[src/rtl/dma_regs_pkg.sv]
// Package: shared register offsets, field positions and reset values
// for the DMA channel register file. Assumes a 32-bit data word.
package dma_regs_pkg;
    localparam int DW           = 32;
    localparam int WIDX_CTRL    = 0;   // byte offset 0x00
    localparam int WIDX_STAT    = 1;   // byte offset 0x04
    localparam int WIDX_CUR     = 2;   // byte offset 0x08
    localparam int WIDX_TAIL    = 4;   // byte offset 0x10
    localparam int B_RUN        = 0;
    localparam int B_TMODE      = 1;
    localparam int B_SRST       = 2;
    localparam int B_HALT       = 0;
    localparam int B_IDLE       = 1;
    localparam int IRQ_LO       = 12;
    localparam int IRQ_W        = 3;
    localparam int IRQ_HI       = IRQ_LO + IRQ_W - 1;
    localparam int B_IOC        = IRQ_LO;
    localparam int B_DLY        = IRQ_LO + 1;
    localparam int B_ERR        = IRQ_LO + 2;
    localparam int FLD_W        = 8;
    localparam int THR_LO       = 16;
    localparam int DLY_LO       = 24;
    localparam logic [DW-1:0] CTRL_RST = 32'h0001_0000;
    localparam logic [DW-1:0] STAT_RST = 32'h0000_0001;
    localparam logic [DW-1:0] CTRL_SRST_LOAD =
        CTRL_RST | (32'h1 << B_TMODE) | (32'h1 << B_SRST);

    typedef enum logic [2:0] {
        SEL_NONE,
        SEL_CTRL,
        SEL_STAT,
        SEL_CUR,
        SEL_TAIL
    } reg_sel_e;

    typedef struct packed {
        logic err;
        logic dly;
        logic ioc;
        logic idle;
        logic halt;
    } evt_t;
endpackage

[src/rtl/dma_reg_decode.sv]
// Module: address decoder. Maps a byte address to one register select.
// Assumes word-aligned access; the two low address bits are ignored.
module dma_reg_decode
    import dma_regs_pkg::*;
#(
    parameter int ADDR_W = 6
) (
    input  logic [ADDR_W-1:0] addr,
    output reg_sel_e          sel
);
    localparam int WORD_W = ADDR_W - 2;

    logic [WORD_W-1:0] widx;
    logic              unused_lsb;

    assign widx       = addr[ADDR_W-1:2];
    assign unused_lsb = ^addr[1:0];

    // Translate the word index into a register select.
    always_comb begin
        sel = SEL_NONE;
        if (widx == WORD_W'(WIDX_CTRL))      sel = SEL_CTRL;
        else if (widx == WORD_W'(WIDX_STAT)) sel = SEL_STAT;
        else if (widx == WORD_W'(WIDX_CUR))  sel = SEL_CUR;
        else if (widx == WORD_W'(WIDX_TAIL)) sel = SEL_TAIL;
    end
endmodule

[src/rtl/dma_ctrl_reg.sv]
// Module: control register. Forces tail-pointer mode on every write,
// makes the soft-reset bit last one cycle, and flags run requests.
// Assumes wr is already qualified by the address decode.
module dma_ctrl_reg
    import dma_regs_pkg::*;
(
    input  logic          clk,
    input  logic          rst_n,
    input  logic          wr,
    input  logic [DW-1:0] wdata,
    output logic [DW-1:0] ctrl_q,
    output logic          run_set,
    output logic          reload_q
);
    // A run request counts only outside soft reset.
    assign run_set = wr && wdata[B_RUN] && !wdata[B_SRST] && !ctrl_q[B_SRST];

    // Stored control word with forced mode bit and self-clearing reset.
    always_ff @(posedge clk) begin
        if (!rst_n) begin
            ctrl_q <= CTRL_RST;
        end else if (wr) begin
            if (wdata[B_SRST]) ctrl_q <= CTRL_SRST_LOAD;
            else               ctrl_q <= wdata | (DW'(1) << B_TMODE);
        end else if (ctrl_q[B_SRST]) begin
            ctrl_q[B_SRST] <= 1'b0;
        end
    end

    // One-cycle reload request to the coalescer after a run request.
    always_ff @(posedge clk) begin
        if (!rst_n) reload_q <= 1'b0;
        else        reload_q <= run_set;
    end
endmodule

[src/rtl/dma_stat_reg.sv]
// Module: status register. Write-one-to-clear interrupt flags, plain
// storage for other bits, and event sets that win over any clear.
module dma_stat_reg
    import dma_regs_pkg::*;
(
    input  logic          clk,
    input  logic          rst_n,
    input  logic          wr,
    input  logic [DW-1:0] wdata,
    input  logic          srst_load,
    input  logic          run_clr,
    input  logic          tail_clr,
    input  evt_t          evt,
    output logic [DW-1:0] stat_q
);
    logic [DW-1:0] nxt;

    // Next status value: software write, then clears, then event sets.
    always_comb begin
        nxt = stat_q;
        if (wr) begin
            nxt                = wdata;
            nxt[IRQ_HI:IRQ_LO] = stat_q[IRQ_HI:IRQ_LO] & ~wdata[IRQ_HI:IRQ_LO];
        end
        if (srst_load) nxt = STAT_RST;
        if (run_clr) begin
            nxt[B_HALT] = 1'b0;
            nxt[B_IDLE] = 1'b0;
        end
        if (tail_clr) nxt[B_IDLE] = 1'b0;
        nxt[B_HALT] = nxt[B_HALT] | evt.halt;
        nxt[B_IDLE] = nxt[B_IDLE] | evt.idle;
        nxt[B_IOC]  = nxt[B_IOC]  | evt.ioc;
        nxt[B_DLY]  = nxt[B_DLY]  | evt.dly;
        nxt[B_ERR]  = nxt[B_ERR]  | evt.err;
    end

    // Status storage.
    always_ff @(posedge clk) begin
        if (!rst_n) stat_q <= STAT_RST;
        else        stat_q <= nxt;
    end
endmodule

[src/rtl/dma_ptr_reg.sv]
// Module: descriptor pointer register. With ENG_UPD set, an engine
// update overrides a software write in the same cycle.
module dma_ptr_reg
    import dma_regs_pkg::*;
#(
    parameter bit ENG_UPD = 1'b0
) (
    input  logic          clk,
    input  logic          rst_n,
    input  logic          wr,
    input  logic [DW-1:0] wdata,
    input  logic          eng_we,
    input  logic [DW-1:0] eng_val,
    output logic [DW-1:0] ptr_q
);
    generate
        if (ENG_UPD) begin : g_eng
            // Pointer with engine update taking priority.
            always_ff @(posedge clk) begin
                if (!rst_n)      ptr_q <= '0;
                else if (eng_we) ptr_q <= eng_val;
                else if (wr)     ptr_q <= wdata;
            end
        end else begin : g_sw
            logic unused_eng;
            assign unused_eng = eng_we ^ (^eng_val);
            // Pointer written by software only.
            always_ff @(posedge clk) begin
                if (!rst_n)  ptr_q <= '0;
                else if (wr) ptr_q <= wdata;
            end
        end
    endgenerate
endmodule

[src/rtl/dma_chan_regs.sv]
// Module: top of the per-channel register file. Decodes bus accesses,
// registers read data, drives engine controls and the interrupt line.
// Assumes one access of each kind per cycle at most.
module dma_chan_regs
    import dma_regs_pkg::*;
#(
    parameter int ADDR_W = 6
) (
    input  logic              clk,
    input  logic              rst_n,
    input  logic              bus_wr,
    input  logic              bus_rd,
    input  logic [ADDR_W-1:0] bus_addr,
    input  logic [31:0]       bus_wdata,
    output logic [31:0]       bus_rdata,
    input  logic              evt_halted,
    input  logic              evt_idle,
    input  logic              evt_ioc,
    input  logic              evt_dly,
    input  logic              evt_err,
    input  logic              eng_cur_we,
    input  logic [31:0]       eng_cur_val,
    input  logic [7:0]        coal_count,
    input  logic [7:0]        coal_timer,
    output logic              ctl_run,
    output logic              ctl_soft_reset,
    output logic [2:0]        ctl_irq_en,
    output logic [7:0]        ctl_thresh,
    output logic [7:0]        ctl_delay,
    output logic              ctl_reload,
    output logic              start_pulse,
    output logic [31:0]       cur_desc,
    output logic [31:0]       tail_desc,
    output logic              irq
);
    localparam int NPTR = 2;

    reg_sel_e      sel;
    logic          wr_ctrl, wr_stat;
    logic [NPTR-1:0] wr_ptr;
    logic [DW-1:0] ctrl_q, stat_q;
    logic [DW-1:0] ptr_q [NPTR];
    logic          run_set;
    evt_t          evt;

    dma_reg_decode #(.ADDR_W(ADDR_W)) u_dec (
        .addr (bus_addr),
        .sel  (sel)
    );

    assign wr_ctrl   = bus_wr && (sel == SEL_CTRL);
    assign wr_stat   = bus_wr && (sel == SEL_STAT);
    assign wr_ptr[0] = bus_wr && (sel == SEL_CUR);
    assign wr_ptr[1] = bus_wr && (sel == SEL_TAIL);
    assign evt       = '{err: evt_err, dly: evt_dly, ioc: evt_ioc,
                         idle: evt_idle, halt: evt_halted};

    dma_ctrl_reg u_ctrl (
        .clk      (clk),
        .rst_n    (rst_n),
        .wr       (wr_ctrl),
        .wdata    (bus_wdata),
        .ctrl_q   (ctrl_q),
        .run_set  (run_set),
        .reload_q (ctl_reload)
    );

    dma_stat_reg u_stat (
        .clk       (clk),
        .rst_n     (rst_n),
        .wr        (wr_stat),
        .wdata     (bus_wdata),
        .srst_load (wr_ctrl && bus_wdata[B_SRST]),
        .run_clr   (run_set),
        .tail_clr  (wr_ptr[1]),
        .evt       (evt),
        .stat_q    (stat_q)
    );

    // Pointer 0 is the current descriptor, pointer 1 the tail.
    generate
        for (genvar i = 0; i < NPTR; i++) begin : g_ptr
            dma_ptr_reg #(.ENG_UPD(i == 0)) u_ptr (
                .clk     (clk),
                .rst_n   (rst_n),
                .wr      (wr_ptr[i]),
                .wdata   (bus_wdata),
                .eng_we  ((i == 0) ? eng_cur_we : 1'b0),
                .eng_val (eng_cur_val),
                .ptr_q   (ptr_q[i])
            );
        end
    endgenerate

    // One-cycle start request after each tail write.
    always_ff @(posedge clk) begin
        if (!rst_n) start_pulse <= 1'b0;
        else        start_pulse <= wr_ptr[1];
    end

    // Registered read-back; control shows live coalescer counters.
    always_ff @(posedge clk) begin
        if (!rst_n) begin
            bus_rdata <= '0;
        end else if (bus_rd) begin
            unique case (sel)
                SEL_CTRL: bus_rdata <= {coal_timer, coal_count, ctrl_q[THR_LO-1:0]};
                SEL_STAT: bus_rdata <= stat_q;
                SEL_CUR:  bus_rdata <= ptr_q[0];
                SEL_TAIL: bus_rdata <= ptr_q[1];
                default:  bus_rdata <= '0;
            endcase
        end
    end

    assign ctl_run        = ctrl_q[B_RUN];
    assign ctl_soft_reset = ctrl_q[B_SRST];
    assign ctl_irq_en     = ctrl_q[IRQ_HI:IRQ_LO];
    assign ctl_thresh     = ctrl_q[THR_LO +: FLD_W];
    assign ctl_delay      = ctrl_q[DLY_LO +: FLD_W];
    assign cur_desc       = ptr_q[0];
    assign tail_desc      = ptr_q[1];
    assign irq            = |(stat_q[IRQ_HI:IRQ_LO] & ctrl_q[IRQ_HI:IRQ_LO]);
endmodule

[config.mk]
export PLATFORM = sky130hd
export DESIGN_NAME = dma_chan_regs
export DESIGN_NICKNAME = d
export VERILOG_FILES = /design/src/rtl/dma_regs_pkg.sv /design/src/rtl/dma_reg_decode.sv /design/src/rtl/dma_ctrl_reg.sv /design/src/rtl/dma_stat_reg.sv /design/src/rtl/dma_ptr_reg.sv /design/src/rtl/dma_chan_regs.sv
export SDC_FILE = /design/constraint.sdc
export NUM_CORES = 1
export LEC_CHECK = 0
export BUFFER_PORTS_ARGS = -buffer_cell sky130_fd_sc_hd__buf_4
export CAP_MARGIN = 20
export CORE_MARGIN = 2
export CORE_UTILIZATION = 51
export CTS_CLUSTER_SIZE = 14
export DETAILED_ROUTE_END_ITERATION = 6
export PLACE_DENSITY = 0.8
export SYNTH_ARGS = -nofsm -noshare
export SYNTH_HDL_FRONTEND = slang
export SYNTH_SLANG_ARGS = --single-unit
[constraint.sdc]
create_clock -name clk -period 1.95 [get_ports clk]
set_clock_uncertainty 0.2 [all_clocks]
set_input_delay 0.2925 -clock clk [delete_from_list [all_inputs] [get_ports clk]]
set_output_delay 0.2925 -clock clk [all_outputs]
set_load 0.1 [all_outputs]
==> results of run 1 <==
-- worst paths after layout --
path / cells after the start / end / startpoint
worst min register to register: 2 / bus_rdata[0] / bus_rdata[0]
worst max-delay path: 3 / irq / u_ctrl.ctrl_q[14]
worst max register to register: 3 / g_ptr[0].u_ptr.ptr_q[1] / g_ptr[0].u_ptr.ptr_q[1]
worst min-delay path: 5 / bus_rdata[0] / bus_rd
-- state kept, by name (all words and copies together), names as in the netlist --
signal	cells
u_stat.stat_q	32
g_ptr.u_ptr.ptr_q	64
u_ctrl.ctrl_q	32
u_ctrl.reload_q	1
start_pulse	1
bus_rdata	32
-- worst max-delay path, cell delays in order (launching register included) --
cell      delay [ns]
dfxtp_1         0.34
a222oi_1        0.31
inv_1           0.12
buf_6           0.20
-- kinds of logic (layout without fill, tap and decap cells) --
kind of cell | count (synthesis) | in the layout | share of synthesized area [%]
flip-flops | 162 | 162 | 49.1
AND/OR/NAND/NOR | 236 | 236 | 15.2
AO/OA/AOI/OAI | 259 | 259 | 23.7
multiplexers | 34 | 34 | 5.15
buffers and inverters | 87 | 383 | 6.65
adder cells (fa/ha/maj) | 1 | 1 | 0.170
-- power groups by stage --
stage | combinational [mW] | clock [mW] | sequential, mW
floorplan | 0.304 | 0 | 3.93
global placement | 1.12 | 0 | 3.52
detailed placement | 1.13 | 0 | 3.53
CTS | 1.29 | 3.36 | 3.46
global route | 1.38 | 3.53 | 3.47
finish | 1.33 | 3.38 | 3.46
-- final cells by class --
cell class,instances,share of cell area (%)
repair buffers,350,30.0
clock buffers,23,4.76
flip-flops and latches,162,32.3
inverters,4,0.150
multi-input cells,530,29.6
well taps,172,2.14
clock inverters,6,1.05
-- cells in the final DEF (no fill, tap or decap), types with 2 or more instances in the layout --
cell type | Yosys | routed
nand2_1 | 213 | 212
dfxtp_1 | 162 | 162
clkinv_2 | 0 | 3
a221oi_1 | 32 | 32
clkbuf_1 | 31 | 3
o21ai_1 | 30 | 30
mux2i_1 | 34 | 34
clkbuf_16 | 0 | 17
nor4b_4 | 1 | 3
dlygate4sd3_1 | 0 | 98
a21oi_1 | 123 | 123
nor2_1 | 5 | 4
buf_12 | 0 | 11
bufinv_16 | 0 | 3
nand3b_1 | 3 | 3
inv_1 | 3 | 3
clkbuf_8 | 0 | 3
and3_1 | 2 | 2
buf_4 | 20 | 240
a22o_1 | 35 | 35
o21ai_0 | 34 | 34
-- metal layers --
| metal | part of all wire [%] | vias up | wire, microns | global-route usage (%) |
|---|---|---|---|---|
| met5 | 0 | - | 0 | 0 |
| met4 | 4.4 | 0 | 1090 | 18.3 |
| met3 | 9.3 | 110 | 2330 | 9.16 |
| met2 | 48 | 477 | 12000 | 59.4 |
| met1 | 38 | 3516 | 9520 | 42.7 |
| li1 | - | 3281 | - | - |
-- what timing repair did --
action,4_1_cts,5_1_grt
setup endpoints to repair,0,1
hold buffers,98,0
resized for setup,0,1
endpoints found under the hold margin,143,0
-- cell usage after synthesis --
master / n / area (sq um)
nand2_1: 213 / 800
dfxtp_1: 162 / 3240
a21oi_1: 123 / 616
a22o_1: 35 / 307
mux2i_1: 34 / 340
o21ai_0: 34 / 170
a221oi_1: 32 / 280
clkbuf_1: 31 / 116
buf_2: 30 / 150
o21ai_1: 30 / 150
buf_4: 20 / 150
nor2_1: 5 / 18.8
inv_1: 3 / 11.3
nand3b_1: 3 / 22.5
nor4b_2: 3 / 45.0
and3_1: 2 / 12.5
buf_1: 2 / 7.51
a211oi_1: 1 / 7.51
a222oi_1: 1 / 10.0
a31o_2: 1 / 8.76
a32oi_1: 1 / 8.76
and2_1: 1 / 6.26
clkinv_1: 1 / 3.75
maj3_2: 1 / 11.3
nand3_1: 1 / 5.00
nor2b_1: 1 / 6.26
nor3_4: 1 / 16.3
nor3b_1: 1 / 7.51
nor3b_2: 1 / 12.5
nor4_2: 1 / 12.5
nor4b_4: 1 / 23.8
o41ai_1: 1 / 8.76
or3_1: 1 / 6.26
or3b_4: 1 / 11.3
-- per-stage QoR --
| stage | instances | hold slack (ns) |
|---|---|---|
| CTS | 1247 | 0.120 |
| global route | 1247 | 0.140 |
| floorplan | 779 | 0.200 |
| global placement | 1120 | 0.236 |
| detailed placement | 1120 | 0.244 |
| finish | 1247 | 0.130 |
==> impl_summary.md, run 1 <==
Pwr
For this design the total switching power over the nets is 2.22 mW. Sequential cells burn between 40% and 50% of the power. In this run, the clock network consumes between 40 and 50% of the power. For this design the static power due to leakage is between 4 and 5 nW. Summing internal, switching and leakage power gives ~8 mW.

The combinational share of power is between 10% and 20%. For this design the ratio of total power to cell area is approximately 800 nW/um^2. The highest ir drop seen on vdd is 0.000653 V.

The switching share of total power is a little over a quarter. Internal power comes to between 5 and 6 mW.

Detailed routing
Dividing the detail-routed via count by the number of cells gives a little under 6. The count of TritonRoute iterations in the first routing pass is 7. The count of nets left with antenna violations once routing finished came out at 0. The routed wirelength normalized by instance count is 20.0 microns. The number of design rule violations left after detail routing is 0. For this block, the initial DRC count from the detailed router was 757. Across all layers, the routed design uses ~7,400 vias. Summed over all layers, the routed wires come to around 25 mm.

Floorplan
The area of the core is 12,600 sq um. The die is between 100 and 150 microns wide. The initial utilization of the core area, before any placement, comes to between 50 and 60%. Pin placement for this block handled between 200 and 250 I/O pins. Row generation in the floorplan step produced 41 rows. The die covers approximately 14,000 sq um. In this run the vertical extent of the chip is ~120 microns.

STA
In the post-route analysis, the smallest setup slack over all paths is 0.0639 ns. The count of pins over their slew limit is 0. The final count of hold timing violations is 0. For the pin with the worst max-slew slack, the measured transition is approximately 0.45 ns.

Counting I/O delays and the setup requirement, the final critical path takes about 1.9 ns. Setup repair after global routing could not meet its margin everywhere. For the final routed database, the setup TNS stands at 0 ns. The count of final setup violators is 0. The timing-limited maximum frequency is ~530 MHz. The final worst-path cycle share is between 90% and 100%. Headroom to the max-slew limit came out at between 70% and 80%.

Place
After detailed placement, the total cell area comes to between 8000 and 9000 sq um. The congestion estimate from routability-driven global placement came to 0.878. The pre-CTS setup slack is about 0.042 ns. During placement, the flow inserted port buffers numbering around 210. The total half-perimeter wirelength after legalization and detailed placement is between 10 and 15 mm.

Global routing
Entering global routing, the biggest net connects 65 pins. Summed over all layers, the global routing overflow is 0. The number of antenna violations at the first check in global routing was 0. The wire length of the first global-routing pass is 38.9 mm. For this run, the total global-route usage over all layers was measured as 35.7%. The number of global-route vias before repair came to 7,266.

Worst setup path
At the worst endpoint, the required time is about 1.5 ns. STA classifies the critical path startpoint as a flop. The kind of capture point of the worst setup path is a primary output. Data arrives at the worst endpoint at roughly 1.4 ns.

Of all nets on the critical path, the largest fanout is 4. The setup check on the worst reg-to-reg path leaves a slack of 0.44 ns. The type of the worst setup path is reg -> out.

Clocking
Buffers added to address setup during post-CTS repair amount to 0. The largest buffer count on any clock path is 2. CTS placed an instance of clkbuf_16 at the clock tree root.

Clock-pin slew was measured on the worst setup and hold paths at approximately 0.060 ns. Buffers inserted during clock tree synthesis total 17. The insertion delay of the later-clocked pin in the worst-skew pair is around 0.43 ns. Counting every sink on the clock net gives around 160. The maximum level of the CTS H-tree is 4. TritonCTS built the clock tree.

Synthesis
After synthesis the netlist holds a flip-flop and latch count of ~160. The post-synthesis sequential area ratio is around half. Synthesis instantiated 34 different standard cells from the library. The mean instance size in the synthesized netlist is approximately 8.5 sq um. The cell count after synthesis came out at between 700 and 800. The number of warnings printed during yosys synthesis is 0. The cell area after synthesis is around 6600 sq um. The synthesized netlist net count is between 800 and 900.

Cells and area
The layout overhead on the synthesized area is 51.9%. The count of nets after finishing is 1,161. Of the cells placed in the final design, the portion with a size suffix greater than 1 is 27.2%. The sequential standard cell area is 3240 sq um.

Measured on the finished design, the core utilization comes to between 70% and 80%. The final antenna diode count is 0. The number of filler instances in the final layout is 790. The post-route cell area is about 10,000 sq um. Summing all multi-input logic gate instances after layout gives just under 3000 sq um.

Min path
In this run the worst hold path is classified as in -> reg.

Status
The run finished with clean final reports.

Job
The total of max-cap violations is 0.
(Power assumes the default switching activity.)
==> run 2: changes to the inputs <==
CELL_PAD_IN_SITES_DETAIL_PLACEMENT = 2   (was not set)
CELL_PAD_IN_SITES_GLOBAL_PLACEMENT = 2   (was not set)
CORE_UTILIZATION = 29   (was 51)
PLACE_DENSITY = not set   (was 0.8)
PLACE_DENSITY_LB_ADDON = 0.1   (was not set)
==> impl_summary.md, run 2 (same netlist as run 1, synthesis figures left out) <==
Status
The checks that failed: negative hold slack, negative setup slack. The flow ran to the end, but the final reports show violations.

STA
The final worst-path cycle share is 103%. The count of pins over their slew limit was 0. Measured against its own limit, the worst slew margin works out to 68.5%.

The final hold slack is -0.000670 ns. The timing-limited maximum frequency is around 500 MHz. After layout, the worst setup slack is -0.0525 ns. The final count of hold timing violations is 1. For the pin with the worst max-slew slack, the measured transition is roughly 0.47 ns. Setup violations remaining at the end of the flow were counted as 1. The worst path in the final design needs a cycle of 2.00 ns, including I/O delays and setup.

Setup repair after global routing could not meet its margin everywhere.

Clocking
For this design, the sink count on the clock tree is about 160. The number of clock buffers added by TritonCTS is 17. CTS placed an instance of clkbuf_16 at the clock tree root.

The insertion delay of the later-clocked pin in the worst-skew pair is 0.42 ns. The maximum level of the CTS H-tree is 4. The register clock-pin slew on the reported worst setup and hold paths is around 0.070 ns. The longest clock path from root to sink contains 2 buffers. TritonCTS built the clock tree.

Detailed routing
Dividing the detail-routed wire length by the instance count gives ~22 microns. After detailed routing, the number of remaining DRC violations is 0. Across all layers, the routed design uses 7,006 vias.

The antenna violation net count after detailed routing is 0. The count of TritonRoute iterations in the first routing pass is 4. The detailed router's first-iteration violation count is 233.

Dividing the detail-routed via count by the number of cells gives between 5 and 6. The total wirelength of the detailed-routed design is about 30 mm.

Cells and area
In the layout the commonest cells are 248 x buf_4, 211 x nand2_1, 161 x dfxtp_1. Cells fill 44.9% of the core in the end. The layout overhead on the synthesized area is 52.9%.

The flip-flop count of the largest register after layout is 64. Leaving out filler cells and counting taps, the final layout contains ~1,400. The count of nets after finishing is between 1,000 and 1,500. Counting flops per register, the top entry is g_ptr.u_ptr.ptr_q. The share of post-route cells with drive strength above 1 is a little under 30%. The post-route cell area is 10,100 sq um.

The most common cell after layout, fill and taps aside is buf_4.

Global routing
Entering global routing, the biggest net connects 27 pins. The number of antenna violations at the first check in global routing is 1. The number of global-route vias before repair is roughly 8,000. The sum of overflow across all layers after global routing is 0. Across every metal layer, demand over resource in global routing totals between 20% and 30%. The wire length of the first global-routing pass is roughly 46 mm.

Worst setup path
The signal on the critical path passes through a222oi_1 > inv_1 > buf_12. STA classifies the critical path endpoint as a primary output. The critical path in this run is classified as reg -> out. The largest single stage delay on the critical path is 0.40 ns. In this run the worst setup path begins at u_ctrl.ctrl_q[14].

The required time reported for the critical path endpoint is around 1.5 ns. The critical path data arrival time is approximately 1.5 ns. The kind of start point of the critical path is a flop. The setup slack of the worst register-to-register path is 0.58 ns. The top cell family by delay on the critical path is compound AO/OA/AOI/OAI gates.

The origin of the critical flop-to-flop path is g_ptr[1].u_ptr.ptr_q[26]. The buffers plus inverters on the worst setup path is 2. Along the worst path, the maximum fanout reaches 2.

The cell with the biggest individual delay on the critical path is a222oi_1. The end of the worst register-to-register path is bus_rdata[26]. The number of cells on the worst reg-to-reg path is 4.

Place
The standard cell area after detailed placement is 8690 sq um. Port buffering added ~210 buffers. The post-placement cell count is about 1,200. The congestion estimate from routability-driven global placement came to 0.803. The total half-perimeter wirelength after legalization and detailed placement is 20.7 mm.

Pwr
The power per cell area is roughly 820 nW/um^2. IR analysis of the VDD net gives a maximum drop of 0.000515 V. The leakage power is between 4 and 5 nW. Overall power consumption after layout is estimated at roughly 8.2 mW.

Floorplan
The die covers ~24,000 sq um. The die extent in y is 155 microns. The area of the core is around 23,000 sq um. The site row count is between 50 and 60. Pin placement for this block handled 216 I/O pins. The die extent in x is around 150 microns. The initial core utilization is 29.4%.

Min path
The worst hold path cell count is 3. The startpoint identified for the worst hold timing path is eng_cur_val[15]. The classification of the worst-slack hold path is in -> reg.

The endpoint of the worst hold-timing path is g_ptr[0].u_ptr.ptr_q[15].

Job
The total of max-cap violations is 0.
==> run 2: cell types whose count changed in the layout (fill, tap and decap cells not counted), moves of 3 or more <==
cell	delta
clkinvlp_4	+4
clkinv_2	-3
dlygate4sd3_1	-20
buf_4	+8
==> run 2: worst max path at each step <==
stage,to,slack (ns),cells after the start
2_1_floorplan,u_stat.stat_q[12],0.15,6
5_1_grt,irq,-0.08,3
4_1_cts,irq,-0.05,3
3_5_place_dp,u_stat.stat_q[12],-0.05,6
6_report,irq,-0.05,3
3_3_place_gp,u_stat.stat_q[14],0.008,6
==> run 2: stage by stage <==
step	setup slack [ns]	TNS, ns	hold WS, ns
6_report	-0.0525	-0.0525	-0.000670
5_1_grt	-0.0776	-0.0776	0.0301
2_1_floorplan	0.146	0	0.200
3_5_place_dp	-0.0454	-0.241	0.251
3_3_place_gp	0.00823	0	0.241
4_1_cts	-0.0450	-0.0450	0.00238
==> run 2: layer usage <==
layer	global-route usage, %	wire, microns	vias to the layer above
li1	-	-	3261
met2	46.7	15800	166
met5	0	0	-
met1	29.8	12700	3547
met3	4.26	1240	32
met4	6.75	460	0
==> run 2: area by class of cell <==
class | count | area [sq um]
repair buffers | 339 | 2900
fillers | 2419 | 12400
clock inverters | 10 | 125
clock buffers | 22 | 474
inverters | 4 | 15.0
flip-flops and latches | 162 | 3250
multi-input cells | 530 | 2980
well taps | 285 | 357
diodes | 1 | 2.50
==> run 2: what timing repair did <==
item                       4_1_cts  5_1_grt
buffers inserted                 1        0
resized for setup                5        0
hold buffers                    78        0
setup endpoints to repair        1        1
hold endpoints to repair       134        0
pin swaps                        1        1
==> run 2: report_power, final <==
| group | switching [mW] | leakage (nW) | internal (mW) | total [mW] |
|---|---|---|---|---|
| clock | 1.44 | 0.280 | 2.00 | 3.45 |
| combinational | 0.874 | 2.60 | 0.452 | 1.33 |
| sequential | 0.0709 | 1.32 | 3.39 | 3.46 |
| total | 2.39 | 4.20 | 5.85 | 8.23 |
==> run 2: worst register-to-register path, delay by kind of cell (launching register included) <==
kind	cells	cell delay, ns
AOI/OAI and AO/OA	3	0.56
buffers and inverters	1	0.17
DFF	1	0.32
